File: src/rtl/tmr_pkg.sv
`timescale 1ns/1ps
package tmr_pkg;
   typedef enum logic [1:0] {
      MODE_13     = 2'b00,
      MODE_16     = 2'b01,
      MODE_RELOAD = 2'b10,
      MODE_SPLIT  = 2'b11
   } tmr_mode_e;

   typedef struct packed {
      logic      gate;
      logic      evt;
      tmr_mode_e mode;
   } tmr_cfg_t;

   localparam logic [2:0] ADR_CFG = 3'd0;
   localparam logic [2:0] ADR_CTL = 3'd1;
   localparam logic [2:0] ADR_LO0 = 3'd2;
   localparam logic [2:0] ADR_HI0 = 3'd3;
   localparam logic [2:0] ADR_LO1 = 3'd4;
   localparam logic [2:0] ADR_HI1 = 3'd5;
endpackage

File: src/rtl/tmr_fall_detect.sv
`timescale 1ns/1ps
module tmr_fall_detect #(
   parameter int W      = 2,
   parameter int STAGES = 2
) (
   input  logic         clk,
   input  logic         rst_n,
   input  logic [W-1:0] pin,
   output logic [W-1:0] fall
);
   initial begin
      assert (STAGES >= 1) else $error("tmr_fall_detect: STAGES must be at least 1");
      assert (W >= 1) else $error("tmr_fall_detect: W must be at least 1");
   end

   // pipe[0..STAGES-1] synchronise, pipe[STAGES] keeps the previous sample
   logic [STAGES:0][W-1:0] pipe;

   always_ff @(posedge clk) begin
      if (!rst_n) pipe <= '0;
      else        pipe <= {pipe[STAGES-1:0], pin};
   end

   assign fall = pipe[STAGES] & ~pipe[STAGES-1];


   fall_single_chk: assert property (@(posedge clk) disable iff (!rst_n)
      (|fall) |=> ((fall & $past(fall)) == '0));
endmodule

File: src/rtl/tmr_counter.sv
`timescale 1ns/1ps
module tmr_counter import tmr_pkg::*; #(
   parameter int BW    = 8,
   parameter int PW    = 5,
   parameter bit SPLIT = 1'b0
) (
   input  logic          clk,
   input  logic          rst_n,
   input  tmr_mode_e     mode,
   input  logic          en_lo,
   input  logic          en_hi,
   input  logic          wr_lo,
   input  logic          wr_hi,
   input  logic [BW-1:0] wdata,
   output logic [BW-1:0] lo,
   output logic [BW-1:0] hi,
   output logic          ovf_lo,
   output logic          ovf_hi
);
   localparam int NW = BW + PW;
   localparam int FW = 2 * BW;

   initial begin
      assert (PW > 0 && PW < BW) else $error("tmr_counter: PW must lie in 1..BW-1");
   end

   logic [NW-1:0] narrow, narrow_inc;
   logic [FW-1:0] full_inc;
   logic [BW-1:0] lo_n, hi_n, sp_lo, sp_hi;
   logic          sp_ovl, sp_ovh;

   assign narrow     = {hi, lo[PW-1:0]};
   assign narrow_inc = narrow + 1'b1;
   assign full_inc   = {hi, lo} + 1'b1;

   generate
      if (SPLIT) begin : g_split
         assign sp_lo  = en_lo ? lo + 1'b1 : lo;
         assign sp_ovl = en_lo && (&lo);
         assign sp_hi  = en_hi ? hi + 1'b1 : hi;
         assign sp_ovh = en_hi && (&hi);
      end else begin : g_hold
         assign sp_lo  = lo;
         assign sp_hi  = hi;
         assign sp_ovl = 1'b0;
         assign sp_ovh = en_hi & 1'b0;
      end
   endgenerate

   always_comb begin
      lo_n   = lo;
      hi_n   = hi;
      ovf_lo = 1'b0;
      ovf_hi = 1'b0;
      unique case (mode)
         MODE_13: if (en_lo) begin
            lo_n   = {lo[BW-1:PW], narrow_inc[PW-1:0]};
            hi_n   = narrow_inc[NW-1:PW];
            ovf_lo = &narrow;
         end
         MODE_16: if (en_lo) begin
            {hi_n, lo_n} = full_inc;
            ovf_lo       = &{hi, lo};
         end
         MODE_RELOAD: if (en_lo) begin
            if (&lo) begin
               lo_n   = hi;
               ovf_lo = 1'b1;
            end else begin
               lo_n = lo + 1'b1;
            end
         end
         MODE_SPLIT: begin
            lo_n   = sp_lo;
            hi_n   = sp_hi;
            ovf_lo = sp_ovl;
            ovf_hi = sp_ovh;
         end
      endcase
   end

   always_ff @(posedge clk) begin
      if (!rst_n) begin
         lo <= '0;
         hi <= '0;
      end else begin
         lo <= wr_lo ? wdata : lo_n;
         hi <= wr_hi ? wdata : hi_n;
      end
   end


   idle_hold_chk: assert property (@(posedge clk) disable iff (!rst_n)
      (!en_lo && !en_hi && !wr_lo && !wr_hi) |=> ($stable(lo) && $stable(hi)));


   reload_chk: assert property (@(posedge clk) disable iff (!rst_n)
      (mode == MODE_RELOAD && ovf_lo && !wr_lo) |=> (lo == $past(hi)));

   generate
      if (!SPLIT) begin : g_hold_chk

         split_hold_chk: assert property (@(posedge clk) disable iff (!rst_n)
            (mode == MODE_SPLIT && !wr_lo && !wr_hi) |=> ($stable(lo) && $stable(hi)));
      end
   endgenerate
endmodule

File: src/rtl/tmr_flags.sv
`timescale 1ns/1ps
module tmr_flags #(
   parameter int N = 2
) (
   input  logic         clk,
   input  logic         rst_n,
   input  logic [N-1:0] set,
   input  logic [N-1:0] clr,
   input  logic         wr,
   input  logic [N-1:0] wdata,
   output logic [N-1:0] flag
);
   generate
      for (genvar i = 0; i < N; i++) begin : g_flag
         always_ff @(posedge clk) begin
            if (!rst_n)      flag[i] <= 1'b0;
            else if (wr)     flag[i] <= wdata[i];
            else if (set[i]) flag[i] <= 1'b1;
            else if (clr[i]) flag[i] <= 1'b0;
         end
      end
   endgenerate


   ack_clear_chk: assert property (@(posedge clk) disable iff (!rst_n)
      !wr |=> ((flag & $past(clr & ~set)) == '0));


   ovf_wins_chk: assert property (@(posedge clk) disable iff (!rst_n)
      !wr |=> (($past(set) & ~flag) == '0));


   sw_write_chk: assert property (@(posedge clk) disable iff (!rst_n)
      wr |=> (flag == $past(wdata)));
endmodule

File: src/rtl/tmr_pair.sv
`timescale 1ns/1ps
module tmr_pair import tmr_pkg::*; #(
   parameter int PRESC_W     = 5,
   parameter int SYNC_STAGES = 2
) (
   input  logic       clk,
   input  logic       rst_n,
   input  logic       tick,
   input  logic [1:0] cnt_pin,
   input  logic [1:0] gate_pin,
   input  logic [1:0] ack,
   input  logic       wr_en,
   input  logic [2:0] addr,
   input  logic [7:0] wdata,
   output logic [7:0] rd_data,
   output logic [1:0] tf
);
   localparam int BW    = 8;
   localparam int UNITS = 2;

   initial begin
      assert (PRESC_W > 0 && PRESC_W < BW) else $error("tmr_pair: PRESC_W out of range");
      assert (SYNC_STAGES >= 2) else $error("tmr_pair: need two or more sync stages");
   end

   logic [7:0]       cfg_q;
   logic [UNITS-1:0] run_q;
   logic [3:0]       spare_q;
   tmr_cfg_t         cfg [UNITS];
   logic [UNITS-1:0] fall, en, ovf_lo, ovf_hi, flag_set;
   logic [BW-1:0]    lo [UNITS];
   logic [BW-1:0]    hi [UNITS];
   logic             wr_cfg, wr_ctl;

   assign wr_cfg = wr_en && (addr == ADR_CFG);
   assign wr_ctl = wr_en && (addr == ADR_CTL);

   always_ff @(posedge clk) begin
      if (!rst_n) begin
         cfg_q   <= '0;
         run_q   <= '0;
         spare_q <= '0;
      end else begin
         if (wr_cfg) cfg_q <= wdata;
         if (wr_ctl) begin
            run_q   <= {wdata[6], wdata[4]};
            spare_q <= wdata[3:0];
         end
      end
   end

   tmr_fall_detect #(.W(UNITS), .STAGES(SYNC_STAGES)) u_sync (
      .clk(clk), .rst_n(rst_n), .pin(cnt_pin), .fall(fall)
   );

   generate
      for (genvar u = 0; u < UNITS; u++) begin : g_unit
         localparam logic [2:0] ALO = (u == 0) ? ADR_LO0 : ADR_LO1;
         localparam logic [2:0] AHI = (u == 0) ? ADR_HI0 : ADR_HI1;
         logic src;

         assign cfg[u] = tmr_cfg_t'(cfg_q[4*u +: 4]);
         assign src    = cfg[u].evt ? fall[u] : tick;
         assign en[u]  = run_q[u] && (!cfg[u].gate || gate_pin[u]) && src;

         tmr_counter #(.BW(BW), .PW(PRESC_W), .SPLIT(u == 0)) u_cnt (
            .clk   (clk),
            .rst_n (rst_n),
            .mode  (cfg[u].mode),
            .en_lo (en[u]),
            .en_hi ((u == 0) ? (run_q[1] && tick) : 1'b0),
            .wr_lo (wr_en && (addr == ALO)),
            .wr_hi (wr_en && (addr == AHI)),
            .wdata (wdata),
            .lo    (lo[u]),
            .hi    (hi[u]),
            .ovf_lo(ovf_lo[u]),
            .ovf_hi(ovf_hi[u])
         );
      end
   endgenerate

   assign flag_set[0] = ovf_lo[0];
   assign flag_set[1] = (cfg[0].mode == MODE_SPLIT) ? ovf_hi[0] : ovf_lo[1];

   tmr_flags #(.N(UNITS)) u_flags (
      .clk(clk), .rst_n(rst_n), .set(flag_set), .clr(ack),
      .wr(wr_ctl), .wdata({wdata[7], wdata[5]}), .flag(tf)
   );

   always_comb begin
      unique case (addr)
         ADR_CFG: rd_data = cfg_q;
         ADR_CTL: rd_data = {tf[1], run_q[1], tf[0], run_q[0], spare_q};
         ADR_LO0: rd_data = lo[0];
         ADR_HI0: rd_data = hi[0];
         ADR_LO1: rd_data = lo[1];
         ADR_HI1: rd_data = hi[1];
         default: rd_data = '0;
      endcase
   end


   split_flag_src_chk: assert property (@(posedge clk) disable iff (!rst_n)
      (cfg[0].mode == MODE_SPLIT && !wr_ctl && !ovf_hi[0] && !tf[1]) |=> !tf[1]);
endmodule

File: config.mk
export PLATFORM = sky130hd
export DESIGN_NAME = tmr_pair
export DESIGN_NICKNAME = d
export VERILOG_FILES = /design/src/rtl/tmr_pkg.sv /design/src/rtl/tmr_fall_detect.sv /design/src/rtl/tmr_counter.sv /design/src/rtl/tmr_flags.sv /design/src/rtl/tmr_pair.sv
export SDC_FILE = /design/constraint.sdc
export NUM_CORES = 1
export LEC_CHECK = 0
export BUFFER_PORTS_ARGS = -buffer_cell sky130_fd_sc_hd__buf_2
export CORE_MARGIN = 3
export CORE_UTILIZATION = 40
export DETAILED_ROUTE_END_ITERATION = 8
export GPL_ROUTABILITY_DRIVEN = 0
export PLACE_DENSITY_LB_ADDON = 0.12
export SYNTH_ARGS = -nofsm -noshare
export SYNTH_HDL_FRONTEND = slang
export SYNTH_SLANG_ARGS = --single-unit
File: constraint.sdc
create_clock -name clk -period 2.2 [get_ports clk]
set_input_delay 0 -clock clk [delete_from_list [all_inputs] [get_ports clk]]
set_output_delay 0 -clock clk [all_outputs]
set_load 0.02 [all_outputs]
==> summary.md <==
| Metric | Value |
|---|---|
| Outcome | `complete, no violations` |
| Final hold slack | `0.008841 ns` |
| Sequential element share of the synthesized area | `26.39%` |
| # IOs | `31` |
| Placeable core area | `9864 um^2` |
| H-tree lvl count | `2` |
| Dpl hpwl | `around 11000 um` |
| Synthesis-stage register bit count | `54` |
| Vias in the first global route | `roughly 4000` |
| Fin cells | `approximately 700` |
| Clock Tree Buf Depth | `2` |
| Drt pass-1 iters | `5` |
| Synth Net Count | `between 500 and 600` |
| Fin. max-slew vios | `0` |
| Gr usage total | `roughly a quarter` |
| Commonest non-fill, non-tap cell in the layout | `dfxtp_1` |
| DRT iter0 DRCs | `between 300 and 400` |
| Leak pwr | `about 1.7 nW` |
| Synthesis Warnings | `0` |
| Final worst slack | `0.1094 ns` |
| Worst Path Required | `2.44 ns` |
| Clock root buffer | `clkbuf_8` |
| Peak VDD IR | `0.0003070 V` |
| Minimum clock period after layout | `2.091 ns` |
| Critical path type | `reg2reg` |
| Final setup fails | `0` |
| Dpl cells | `684` |
| Worst min-delay path class | `in2reg` |
| Syn Inst Count | `roughly 520` |
| Clock latency on the worst-skew pair | `approximately 0.34 ns` |
| Critical path buffers and inverters | `1` |
| Post-synthesis cell area | `roughly 4100 um^2` |
| IO Port Bufs | `30` |
| Clk_skew | `0.005877 ns` |
| Critical path, cell by cell | `inv_1 > ha_1 > or2_1 > a211o_4 > a221o_1 > a32o_1` |
| Critical path endpoint category | `register` |
| Layout cell share with drive strength beyond 1 | `between 10% and 20%` |
| CTS tree | `yes` |
| Fin. Hold Viols | `0` |
| # rows | `36` |
| Drt via density | `approximately 6.3` |
| Antenna viol nets, final | `0` |
| Final WL | `14420 um` |
| CP max stage cell | `dfxtp_1` |
| Arr. time, crit path | `2.33 ns` |
| CTS Buf Count | `5` |
| Final Net Count | `597` |
| Syn Area/Cell | `between 7 and 8 um^2` |
| Power, Total | `approximately 0.0021 W` |
| Diodes inserted | `0` |
| Maxcap violations | `0` |
| Area Overhead vs Synth | `14.48%` |
| Post-CTS setup repair buffer count | `0` |
| CP startpoint kind | `register` |
| Worst-path clk slew | `roughly 0.12 ns` |
| Leading cell types in the layout, fill and taps excluded | `dfxtp_1 (52), o21ai_0 (46), nand2_1 (38)` |
| Synth unique cells | `77` |
| Largest net degree at the start of global routing | `33` |
| WL/cell | `20.72 um` |
| Tcrit/Tclk final | `95.03%` |
| CP delay by family, top | `compound AO/OA/AOI/OAI gates` |
| Critical path peak fanout | `6` |
| First-pass GRT wire length | `approximately 23000 um` |
| Vias | `~4400` |
| Max frequency | `approximately 0.48 GHz` |
| Main synth FF type | `dfxtp_1` |
| Die area | `~11000 um^2` |
| Fin Setup TNS | `0 ns` |
| Worst Max-Slew Pin Slew | `0.6563 ns` |
| Clock Sinks | `54` |
| Synth async-reset ratio | `0%` |
| Total gr overflow | `0` |
| Worst Setup Slack post-DPL | `0.1219 ns` |
| Antenna violations before repair | `0` |
| Max-Slew Margin vs Limit | `between 50% and 60%` |
| Die Span Y | `approximately 110 um` |
| EDFF count, synth | `0` |
| Horiz. Die Dim | `roughly 110 um` |
| # DRC | `0` |
| Largest stage delay, worst path | `0.41 ns` |
| PwrDens | `~450 nW/um^2` |
| Initial core utilization | `41.53%` |
registers in the layout, indices dropped and copies added (netlist names):
name,count
g_unit.u_cnt.hi,16
g_unit.u_cnt.lo,16
cfg_q,8
u_sync.pipe,6
spare_q,4
run_q,2
u_flags.flag,2
cell type report:
| cell class | count | area, um^2 |
|---|---|---|
| clock buffers | 5 | 68.82 |
| clock inverters | 3 | 28.78 |
| fillers | 1000 | 5175 |
| inverters | 21 | 78.83 |
| multi-input cells | 409 | 2795 |
| flip-flops and latches | 54 | 1084 |
| well taps | 133 | 166.4 |
| repair buffers | 71 | 467.9 |
worst reg2reg max path: cells and delay by family, from the launching register on:
family                   cells  cell delay, ns
flip-flops                   1            0.41
adder cells (fa/ha/maj)      1            0.26
buffers and inverters        1            0.10
AND/OR/NAND/NOR              1            0.28
AO/OA/AOI/OAI                3            0.95
metrics by stage:
stage	area, um^2	utilization [%]
2_1_floorplan	4096	-
3_3_place_gp	4529	45.92
3_5_place_dp	4529	45.92
4_1_cts	4667	47.31
5_1_grt	4690	47.54
6_report	4690	47.54
worst paths after layout:
| path | depth (start not counted) | endpoint | startpoint | slack (ns) |
|---|---|---|---|---|
| setup / recovery | 6 | g_unit[0].u_cnt.lo[4]$_SDFFE_PN0P_ | cfg_q[1]$_SDFFE_PN0P_ | 0.11 |
| hold / removal | 3 | cfg_q[0]$_SDFFE_PN0P_ | wdata[0] | 0.009 |
| setup reg to reg | 6 | g_unit[0].u_cnt.lo[4]$_SDFFE_PN0P_ | cfg_q[1]$_SDFFE_PN0P_ | 0.11 |
| hold reg to reg | 1 | u_sync.pipe[3]$_SDFF_PN0_ | u_sync.pipe[1]$_SDFF_PN0_ | 0.45 |
logic make-up after synthesis:
logic type | count (synthesis) | synth area share (%)
compound gates | 183 | 30.97
simple gates | 180 | 24.10
xor+xnor | 12 | 2.566
mux | 20 | 5.834
flops | 54 | 26.39
buf+inv | 58 | 5.865
fa+ha+maj | 14 | 4.276
metal layers:
| metal | GRT usage, % | wire, um | vias up |
|---|---|---|---|
| met2 | 39.86 | 6584 | 180 |
| met3 | 4.154 | 1116 | 22 |
| met5 | 0 | 0 | - |
| li1 | - | - | 2065 |
| met1 | 36.00 | 6423 | 2096 |
| met4 | 7.032 | 296 | 0 |
cells in the mapped netlist (8+ instances only):
cell type  instances  share of area (%)
a211oi_1          14                2.6
a21boi_0          10                1.8
a21oi_1           25                3.1
a31oi_1           12                1.8
and2_1            10                1.5
and3_1             8                1.2
buf_2              9                1.1
clkbuf_1          24                2.2
dfxtp_1           54                 26
ha_1              14                4.3
inv_1             21                1.9
mux2i_1           16                3.9
nand2_1           38                3.5
nand3_1           24                2.9
nand4_1            9                1.4
nor2_1            28                2.6
nor2b_1           12                1.8
nor3_1             8               0.98
o21ai_0           46                5.6
xnor2_1           11                2.4
where the power goes:
part           leakage (nW)  switching (W)  internal (W)
registers             0.440      0.0000444       0.00101
logic                  1.21       0.000233      0.000155
clock network        0.0506       0.000409      0.000240
repair_timing:
action | 4_1_cts | 5_1_grt
setup endpoints to repair | 0 | 6
hold buffers | 4 | 0
gates resized for setup | 0 | 5
hold endpoints to repair | 4 | 0
No activity file was read; power rests on OpenSTA's default activity.
